`src/rtl/cmdlist_pkg.sv`:
```
package cmdlist_pkg;
    localparam int WORD_W = 32;
    localparam int OFF_W  = 20;
    localparam int BE_W   = 4;

    localparam logic [7:0] OPC_NOP    = 8'h00;
    localparam logic [7:0] OPC_DIRECT = 8'h01;
    localparam logic [7:0] OPC_BURST  = 8'h09;

    localparam logic [1:0] SEL_CTRL = 2'd0;
    localparam logic [1:0] SEL_HEAD = 2'd1;
    localparam logic [1:0] SEL_TAIL = 2'd2;

    typedef enum logic [1:0] {ST_IDLE, ST_FETCH, ST_EVAL, ST_WRITE} seq_state_e;
    typedef enum logic [1:0] {PH_LEAD, PH_CMD, PH_DATA, PH_PAD} phase_e;
    typedef enum logic [1:0] {K_NOP, K_DIRECT, K_BURST, K_BAD} cmd_kind_e;

    typedef struct packed {
        cmd_kind_e              kind;
        logic [BE_W-1:0]        be;
        logic [OFF_W-1:0]       off;
    } cmd_t;
endpackage

```
`src/rtl/cmdlist_decode.sv`:
```
module cmdlist_decode
    import cmdlist_pkg::*;
(
    input  logic [WORD_W-1:0] word,
    output cmd_t              cmd
);
    always_comb begin
        cmd.be  = word[23:20];
        cmd.off = word[OFF_W-1:0];
        case (word[31:24])
            OPC_NOP:    cmd.kind = K_NOP;
            OPC_DIRECT: cmd.kind = K_DIRECT;
            OPC_BURST:  cmd.kind = K_BURST;
            default:    cmd.kind = K_BAD;
        endcase
    end
endmodule

```
`src/rtl/cmdlist_regs.sv`:
```
module cmdlist_regs
    import cmdlist_pkg::*;
#(
    parameter int ADDR_W     = 12,
    parameter int LINE_WORDS = 16
) (
    input  logic              clk,
    input  logic              rst_n,
    input  logic              cfg_we,
    input  logic [1:0]        cfg_sel,
    input  logic [WORD_W-1:0] cfg_wdata,
    input  logic              busy,
    input  logic              abort,
    output logic              enable,
    output logic              err,
    output logic              start,
    output logic [ADDR_W-1:0] start_head,
    output logic [ADDR_W-1:0] start_tail
);
    localparam int LINE_LSB = $clog2(LINE_WORDS);

    typedef struct packed {
        logic              enable;
        logic              err;
        logic [ADDR_W-1:0] head;
    } regs_t;

    regs_t r_q, r_d;
    logic [ADDR_W-1:0] wr_word;
    logic [ADDR_W-1:0] tail_aligned;
    logic [ADDR_W-1:0] head_aligned;

    assign wr_word      = cfg_wdata[ADDR_W+1:2];
    assign tail_aligned = {wr_word[ADDR_W-1:LINE_LSB], {LINE_LSB{1'b0}}};
    assign head_aligned = {wr_word[ADDR_W-1:1], 1'b0};

    always_comb begin
        r_d   = r_q;
        start = 1'b0;
        if (cfg_we) begin
            case (cfg_sel)
                SEL_CTRL: begin
                    r_d.enable = cfg_wdata[0];
                    if (cfg_wdata[1]) r_d.err = 1'b0;
                end
                SEL_HEAD: if (!busy) r_d.head = head_aligned;
                SEL_TAIL: if (!busy && r_q.enable && tail_aligned != r_q.head) start = 1'b1;
                default: ;
            endcase
        end
        if (abort) r_d.err = 1'b1;
    end

    always_ff @(posedge clk or negedge rst_n) begin
        if (!rst_n) r_q <= '0;
        else        r_q <= r_d;
    end

    assign enable     = r_q.enable;
    assign err        = r_q.err;
    assign start_head = r_q.head;
    assign start_tail = tail_aligned;
endmodule

```
`src/rtl/cmdlist_seq.sv`:
```
module cmdlist_seq
    import cmdlist_pkg::*;
#(
    parameter int ADDR_W = 12
) (
    input  logic              clk,
    input  logic              rst_n,
    input  logic              start,
    input  logic [ADDR_W-1:0] start_head,
    input  logic [ADDR_W-1:0] start_tail,
    output logic              busy,
    output logic              abort,
    output logic              mem_re,
    output logic [ADDR_W-1:0] mem_addr,
    input  logic [WORD_W-1:0] mem_rdata,
    output logic              wr_valid,
    input  logic              wr_ready,
    output logic [OFF_W-1:0]  wr_offset,
    output logic [BE_W-1:0]   wr_be,
    output logic [WORD_W-1:0] wr_data
);
    typedef struct packed {
        seq_state_e        st;
        phase_e            ph;
        logic [ADDR_W-1:0] ptr;
        logic [ADDR_W-1:0] last;
        logic [WORD_W-1:0] hold;
        logic [WORD_W-1:0] remain;
        logic              pad;
        logic [OFF_W-1:0]  boff;
        logic              wv;
        logic [OFF_W-1:0]  woff;
        logic [BE_W-1:0]   wbe;
        logic [WORD_W-1:0] wdat;
    } seq_t;

    seq_t s_q, s_d;
    cmd_t cmd;
    logic [ADDR_W-1:0] ptr_inc;
    logic              issue;
    logic              bad;

    cmdlist_decode u_dec (.word(mem_rdata), .cmd(cmd));

    assign ptr_inc = s_q.ptr + 1'b1;

    always_comb begin
        s_d   = s_q;
        issue = 1'b0;
        bad   = 1'b0;
        case (s_q.st)
            ST_IDLE: begin
                if (start) begin
                    s_d.ptr  = start_head;
                    s_d.last = start_tail;
                    s_d.ph   = PH_LEAD;
                    s_d.st   = ST_FETCH;
                end
            end
            ST_FETCH: s_d.st = ST_EVAL;
            ST_EVAL: begin
                s_d.ptr = ptr_inc;
                case (s_q.ph)
                    PH_LEAD: begin
                        s_d.hold = mem_rdata;
                        s_d.ph   = PH_CMD;
                    end
                    PH_CMD: begin
                        s_d.ph = PH_LEAD;
                        case (cmd.kind)
                            K_DIRECT: begin
                                issue    = 1'b1;
                                s_d.wdat = s_q.hold;
                                s_d.woff = cmd.off;
                                s_d.wbe  = cmd.be;
                            end
                            K_BURST: begin
                                s_d.boff = cmd.off;
                                if (s_q.hold != '0) begin
                                    s_d.remain = s_q.hold;
                                    s_d.pad    = s_q.hold[0];
                                    s_d.ph     = PH_DATA;
                                end
                            end
                            K_BAD:   bad = 1'b1;
                            default: ;
                        endcase
                    end
                    PH_DATA: begin
                        issue      = 1'b1;
                        s_d.wdat   = mem_rdata;
                        s_d.woff   = s_q.boff;
                        s_d.wbe    = '1;
                        s_d.remain = s_q.remain - 1'b1;
                        if (s_q.remain == 'd1) s_d.ph = s_q.pad ? PH_PAD : PH_LEAD;
                    end
                    default: s_d.ph = PH_LEAD;
                endcase
                if (bad) begin
                    s_d.st = ST_IDLE;
                end else if (issue) begin
                    s_d.wv = 1'b1;
                    s_d.st = ST_WRITE;
                end else begin
                    s_d.st = (ptr_inc == s_q.last) ? ST_IDLE : ST_FETCH;
                end
            end
            ST_WRITE: begin
                if (wr_ready) begin
                    s_d.wv = 1'b0;
                    s_d.st = (s_q.ptr == s_q.last) ? ST_IDLE : ST_FETCH;
                end
            end
            default: s_d.st = ST_IDLE;
        endcase
    end

    always_ff @(posedge clk or negedge rst_n) begin
        if (!rst_n) s_q <= '0;
        else        s_q <= s_d;
    end

    assign busy      = (s_q.st != ST_IDLE);
    assign abort     = bad;
    assign mem_re    = (s_q.st == ST_FETCH);
    assign mem_addr  = s_q.ptr;
    assign wr_valid  = s_q.wv;
    assign wr_offset = s_q.woff;
    assign wr_be     = s_q.wbe;
    assign wr_data   = s_q.wdat;
endmodule

```
`src/rtl/cmdlist_exec.sv`:
```
module cmdlist_exec
    import cmdlist_pkg::*;
#(
    parameter int ADDR_W     = 12,
    parameter int LINE_WORDS = 16
) (
    input  logic              clk,
    input  logic              rst_n,
    input  logic              cfg_we,
    input  logic [1:0]        cfg_sel,
    input  logic [31:0]       cfg_wdata,
    output logic              busy,
    output logic              err,
    output logic              mem_re,
    output logic [ADDR_W-1:0] mem_addr,
    input  logic [31:0]       mem_rdata,
    output logic              wr_valid,
    input  logic              wr_ready,
    output logic [19:0]       wr_offset,
    output logic [3:0]        wr_be,
    output logic [31:0]       wr_data
);
    logic              enable_w;
    logic              start_w;
    logic              abort_w;
    logic [ADDR_W-1:0] head_w;
    logic [ADDR_W-1:0] tail_w;

    cmdlist_regs #(.ADDR_W(ADDR_W), .LINE_WORDS(LINE_WORDS)) u_regs (
        .clk        (clk),
        .rst_n      (rst_n),
        .cfg_we     (cfg_we),
        .cfg_sel    (cfg_sel),
        .cfg_wdata  (cfg_wdata),
        .busy       (busy),
        .abort      (abort_w),
        .enable     (enable_w),
        .err        (err),
        .start      (start_w),
        .start_head (head_w),
        .start_tail (tail_w)
    );

    cmdlist_seq #(.ADDR_W(ADDR_W)) u_seq (
        .clk        (clk),
        .rst_n      (rst_n),
        .start      (start_w),
        .start_head (head_w),
        .start_tail (tail_w),
        .busy       (busy),
        .abort      (abort_w),
        .mem_re     (mem_re),
        .mem_addr   (mem_addr),
        .mem_rdata  (mem_rdata),
        .wr_valid   (wr_valid),
        .wr_ready   (wr_ready),
        .wr_offset  (wr_offset),
        .wr_be      (wr_be),
        .wr_data    (wr_data)
    );
endmodule

```
`config.mk`:
```
export PLATFORM = sky130hd
export DESIGN_NAME = cmdlist_exec
export DESIGN_NICKNAME = d
export VERILOG_FILES = /design/src/rtl/cmdlist_pkg.sv /design/src/rtl/cmdlist_decode.sv /design/src/rtl/cmdlist_regs.sv /design/src/rtl/cmdlist_seq.sv /design/src/rtl/cmdlist_exec.sv
export SDC_FILE = /design/constraint.sdc
export NUM_CORES = 1
export LEC_CHECK = 0
export ABC_AREA = 1
export CELL_PAD_IN_SITES_DETAIL_PLACEMENT = 1
export CELL_PAD_IN_SITES_GLOBAL_PLACEMENT = 2
export CORE_ASPECT_RATIO = 0.5
export CORE_MARGIN = 2
export CORE_UTILIZATION = 32
export DETAILED_ROUTE_END_ITERATION = 12
export PLACE_DENSITY = 0.86
export RECOVER_POWER = 100
export REMOVE_ABC_BUFFERS = 1
export SYNTH_ARGS = -nofsm -noshare
export SYNTH_HDL_FRONTEND = slang
export SYNTH_SLANG_ARGS = --single-unit
```
`constraint.sdc`:
```
create_clock -name clk -period 2 [get_ports clk]
set_input_delay 0.3 -clock clk [delete_from_list [all_inputs] [get_ports clk]]
set_output_delay 0.3 -clock clk [all_outputs]
set_load 0.01 [all_outputs]
```
==> impl_metrics.env <==
export IMPL_clock_sinks=179
export IMPL_first_pass_iters=4
export IMPL_yosysUniqueCellTypes=34
export IMPL_final_hold_violation_count=0
export IMPL_rows=45
export IMPL_dp_cells=1793
export IMPL_yosysSeqAreaShare=0.4533
export IMPL_tritoncts="done"
export IMPL_drc=0
export IMPL_cp_required_ns=1.70
export IMPL_drive_gt1_frac=0.1052
export IMPL_fillers=3681
export IMPL_fin_tns_setup_ns=0
export IMPL_drt_iter0_drc=532
export IMPL_yosysTopAreaCellShare=0.4533
export IMPL_antenna_found_initial=0
export IMPL_antenna_cells=0
export IMPL_path_buf_inv=2
export IMPL_power_leakage_nw=5.640
export IMPL_grt_pass1_vias=9760
export IMPL_synth_most_common_cell="nand2_1"
export IMPL_rsz0062_at_grt="yes"
export IMPL_relSlewSlack=0.05190
export IMPL_cpLargestDelayFamily="buffers and inverters"
export IMPL_synth_warnings=0
export IMPL_grt_max_degree=65
export IMPL_intPower_w=0.008063
export IMPL_initial_utilization=0.3256
export IMPL_worstPathCellList="inv_1 -> nor2_1 -> clkdlybuf4s50_1"
export IMPL_clk_pin_slew_worst_paths_ns=0.07
export IMPL_fmax_mhz=511.8
export IMPL_rr_worst_depth=11
export IMPL_endpoint_kind="output port"
export IMPL_fp_dieArea_um2=32380
export IMPL_grt_pass1_wl_mm=50.29
export IMPL_root_buffer="clkbuf_16"
export IMPL_vias_per_cell=4.887
export IMPL_synth_common_cells="nand2_1 (396), dfrtp_1 (179), nor2_1 (170)"
export IMPL_async_flop_share=1.000
export IMPL_comb_power_share=0.330
export IMPL_synth_edff_count=0
export IMPL_gp_congestion=0.8710
export IMPL_die_x_um=252.5
export IMPL_numCtsBuffers=17
export IMPL_met3_usage=0.03553
export IMPL_vias=8967
export IMPL_wire_per_inst_um=16.79
export IMPL_swShare=0.3795
export IMPL_ant_nets=0
export IMPL_arrival_ns=1.65
export IMPL_cp_start_kind="register"
export IMPL_synth_largest_area_cell="dfrtp_1"
export IMPL_worstPathMaxFanout=3
export IMPL_finalCriticalPeriod_ns=1.954
export IMPL_synth_cell_area_um2=9881
export IMPL_maxSlewViolCount=0
export IMPL_critPathSlowestCell="clkdlybuf4s50_1"
export IMPL_p_switching_w=0.004931
export IMPL_io_pins=142
export IMPL_ctsHtreeMaxLevel=4
export IMPL_layout_setup_ws_ns=0.04594
export IMPL_clk_latency_ns=0.46
export IMPL_ys_seq_elements=179
export IMPL_final_cells=1835
export IMPL_whs_ns=0.4344
export IMPL_crit_path_max_incr_delay_ns=0.57
export IMPL_peakVddDrop_mv=0.3728
export IMPL_synth_area_leaders="dfrtp_1 (45%), nand2_1 (15%), nor2_1 (6.5%)"
export IMPL_clockPowerShare=0.274
export IMPL_min_path_cells=3
export IMPL_final_setup_skew_ns=0.01490
export IMPL_pwr_share_seq=0.396
export IMPL_dpl_hpwl_mm=21.46
export IMPL_top_usage_layer="met2"
export IMPL_clock_path_buffers=2
export IMPL_path_depth=3
export IMPL_worstHoldPathType="input port to register"
export IMPL_cap_violations=0
export IMPL_wl_mm=30.80
export IMPL_fp_dieH_um=128.3
export IMPL_grt_use_total=0.1959
export IMPL_place_ws_ns=-0.1394
export IMPL_area_growth_pct=25.09
export IMPL_min_period_over_period=0.9770
export IMPL_syn_area_per_cell_um2=7.468
export IMPL_path_class="register to output port"
export IMPL_core_region_area_um2=30350
export IMPL_synth_ff_type="dfrtp_1"
export IMPL_nNetsFinal=1502
export IMPL_met2_usage=0.3432
export IMPL_postSynthCellCount=1323
export IMPL_finalSetupViolations=0
export IMPL_status="complete, no violations"
export IMPL_tightest_slew_ns=1.422
export IMPL_grt_ovfl_total=0
export IMPL_port_buffers=122
export IMPL_use_met1=0.2481
export IMPL_powerDensity_nw_per_um2=1051
[worst register-to-register path: stages (launching register included)]
cell and delay [ns]:
dfrtp_1 0.41, nor2_2 0.16, nand3_2 0.13, nor2_4 0.14
nand2_2 0.08, nor2_4 0.16, nor2_4 0.06, o21ai_4 0.23
inv_2 0.09, buf_12 0.16, nand2_1 0.08, o21ai_0 0.07
[stage by stage]
| step | power (W) | area (um2) | util |
|---|---|---|---|
| 2_1_floorplan | 0.007364 | 9110 | - |
| 3_3_place_gp | 0.009146 | 11570 | 0.3811 |
| 3_5_place_dp | 0.009348 | 11570 | 0.3811 |
| 4_1_cts | 0.01304 | 12200 | 0.4020 |
| 5_1_grt | 0.01398 | 12360 | 0.4073 |
| 6_report | 0.01299 | 12360 | 0.4073 |
[sequential cells by signal, summed over array words and instances (netlist names)]
register,cells
u_regs.enable,1
u_regs.err,1
u_regs.start_head,11
u_seq.mem_addr,12
u_seq.s_q,97
u_seq.wr_be,4
u_seq.wr_data,32
u_seq.wr_offset,20
u_seq.wr_valid,1
[timing repair]
| action | in CTS | in global routing |
|---|---|---|
| setup endpoints to repair | 22 | 71 |
| pin swaps | 0 | 7 |
| cloned | 0 | 2 |
| hold buffers | 1 | 0 |
| buffers inserted | 2 | 5 |
| endpoints found under the hold margin | 43 | 0 |
| gates resized for setup | 4 | 22 |
[cell families (layout without fill, tap and decap cells)]
family                   after synthesis  in the layout  share of synthesized area
AO/OA/AOI/OAI                        201            201                     0.1124
XOR/XNOR                              30             30                    0.02659
adder cells (fa/ha/maj)                9              9                    0.01140
buffers and inverters                232            345                     0.1187
flip-flops                           179            179                     0.4533
multiplexers                           3              3                   0.003419
AND/OR/NAND/NOR                      669            669                     0.2742
[cell type report]
cell class              count  area [um2]  share of cell area
flip-flops and latches    179        4483              0.3627
multi-input cells         912        4318              0.3494
repair buffers            206        2059              0.1666
well taps                 399       499.2             0.04039
clock buffers              21       460.4             0.03725
inverters                 107       401.6             0.03250
clock inverters            11       137.6             0.01114
[power groups by stage]
stage	clock, W	combinational, W	sequential [W]
detailed placement	0	0.00418	0.00517
floorplan	0	0.00230	0.00506
CTS	0.00365	0.00427	0.00512
global route	0.00379	0.00491	0.00529
finish	0.00356	0.00429	0.00514
global placement	0	0.00402	0.00513
[per-layer routing]
layer,vias to the layer above,wire (um)
met2,107,15110
met3,32,1120
met4,0,439
met1,4456,14130
li1,4372,-
met5,-,0
[path summary, 6_finish.rpt]
path                                       startpoint                            end  slack [ns]
setup / recovery           u_seq.s_q[168]$_DFFE_PN0P_                         mem_re        0.05
hold / removal                          mem_rdata[21]  u_seq.wr_data[21]$_DFFE_PN0P_        0.43
setup reg to reg           u_seq.s_q[124]$_DFFE_PN0P_      u_seq.s_q[99]$_DFFE_PN0P_        0.11
hold reg to reg             u_seq.s_q[64]$_DFFE_PN0P_      u_seq.s_q[64]$_DFFE_PN0P_        0.49
max in group asynchronous                       rst_n     u_seq.s_q[110]$_DFFE_PN0P_        0.21
min in group asynchronous                       rst_n   u_seq.wr_data[5]$_DFFE_PN0P_        0.71
[cells in the final DEF, fill, tap and decap left out, types with 5 or more instances in the layout]
cell type,Yosys,routed
nand2_1,396,393
dfrtp_1,179,176
nor2_1,170,160
clkdlybuf4s50_1,0,120
o21ai_0,108,107
inv_1,105,103
buf_4,72,60
nand3_1,60,57
a31oi_1,57,57
a21oi_1,22,21
clkbuf_16,0,19
nor3_1,16,16
xor2_1,15,15
xnor2_1,15,15
buf_12,0,14
nand4_1,13,13
nor2_2,2,9
ha_1,9,7
nor2_4,3,6
o31ai_1,5,5
No activity file was read; power rests on OpenSTA's default activity.
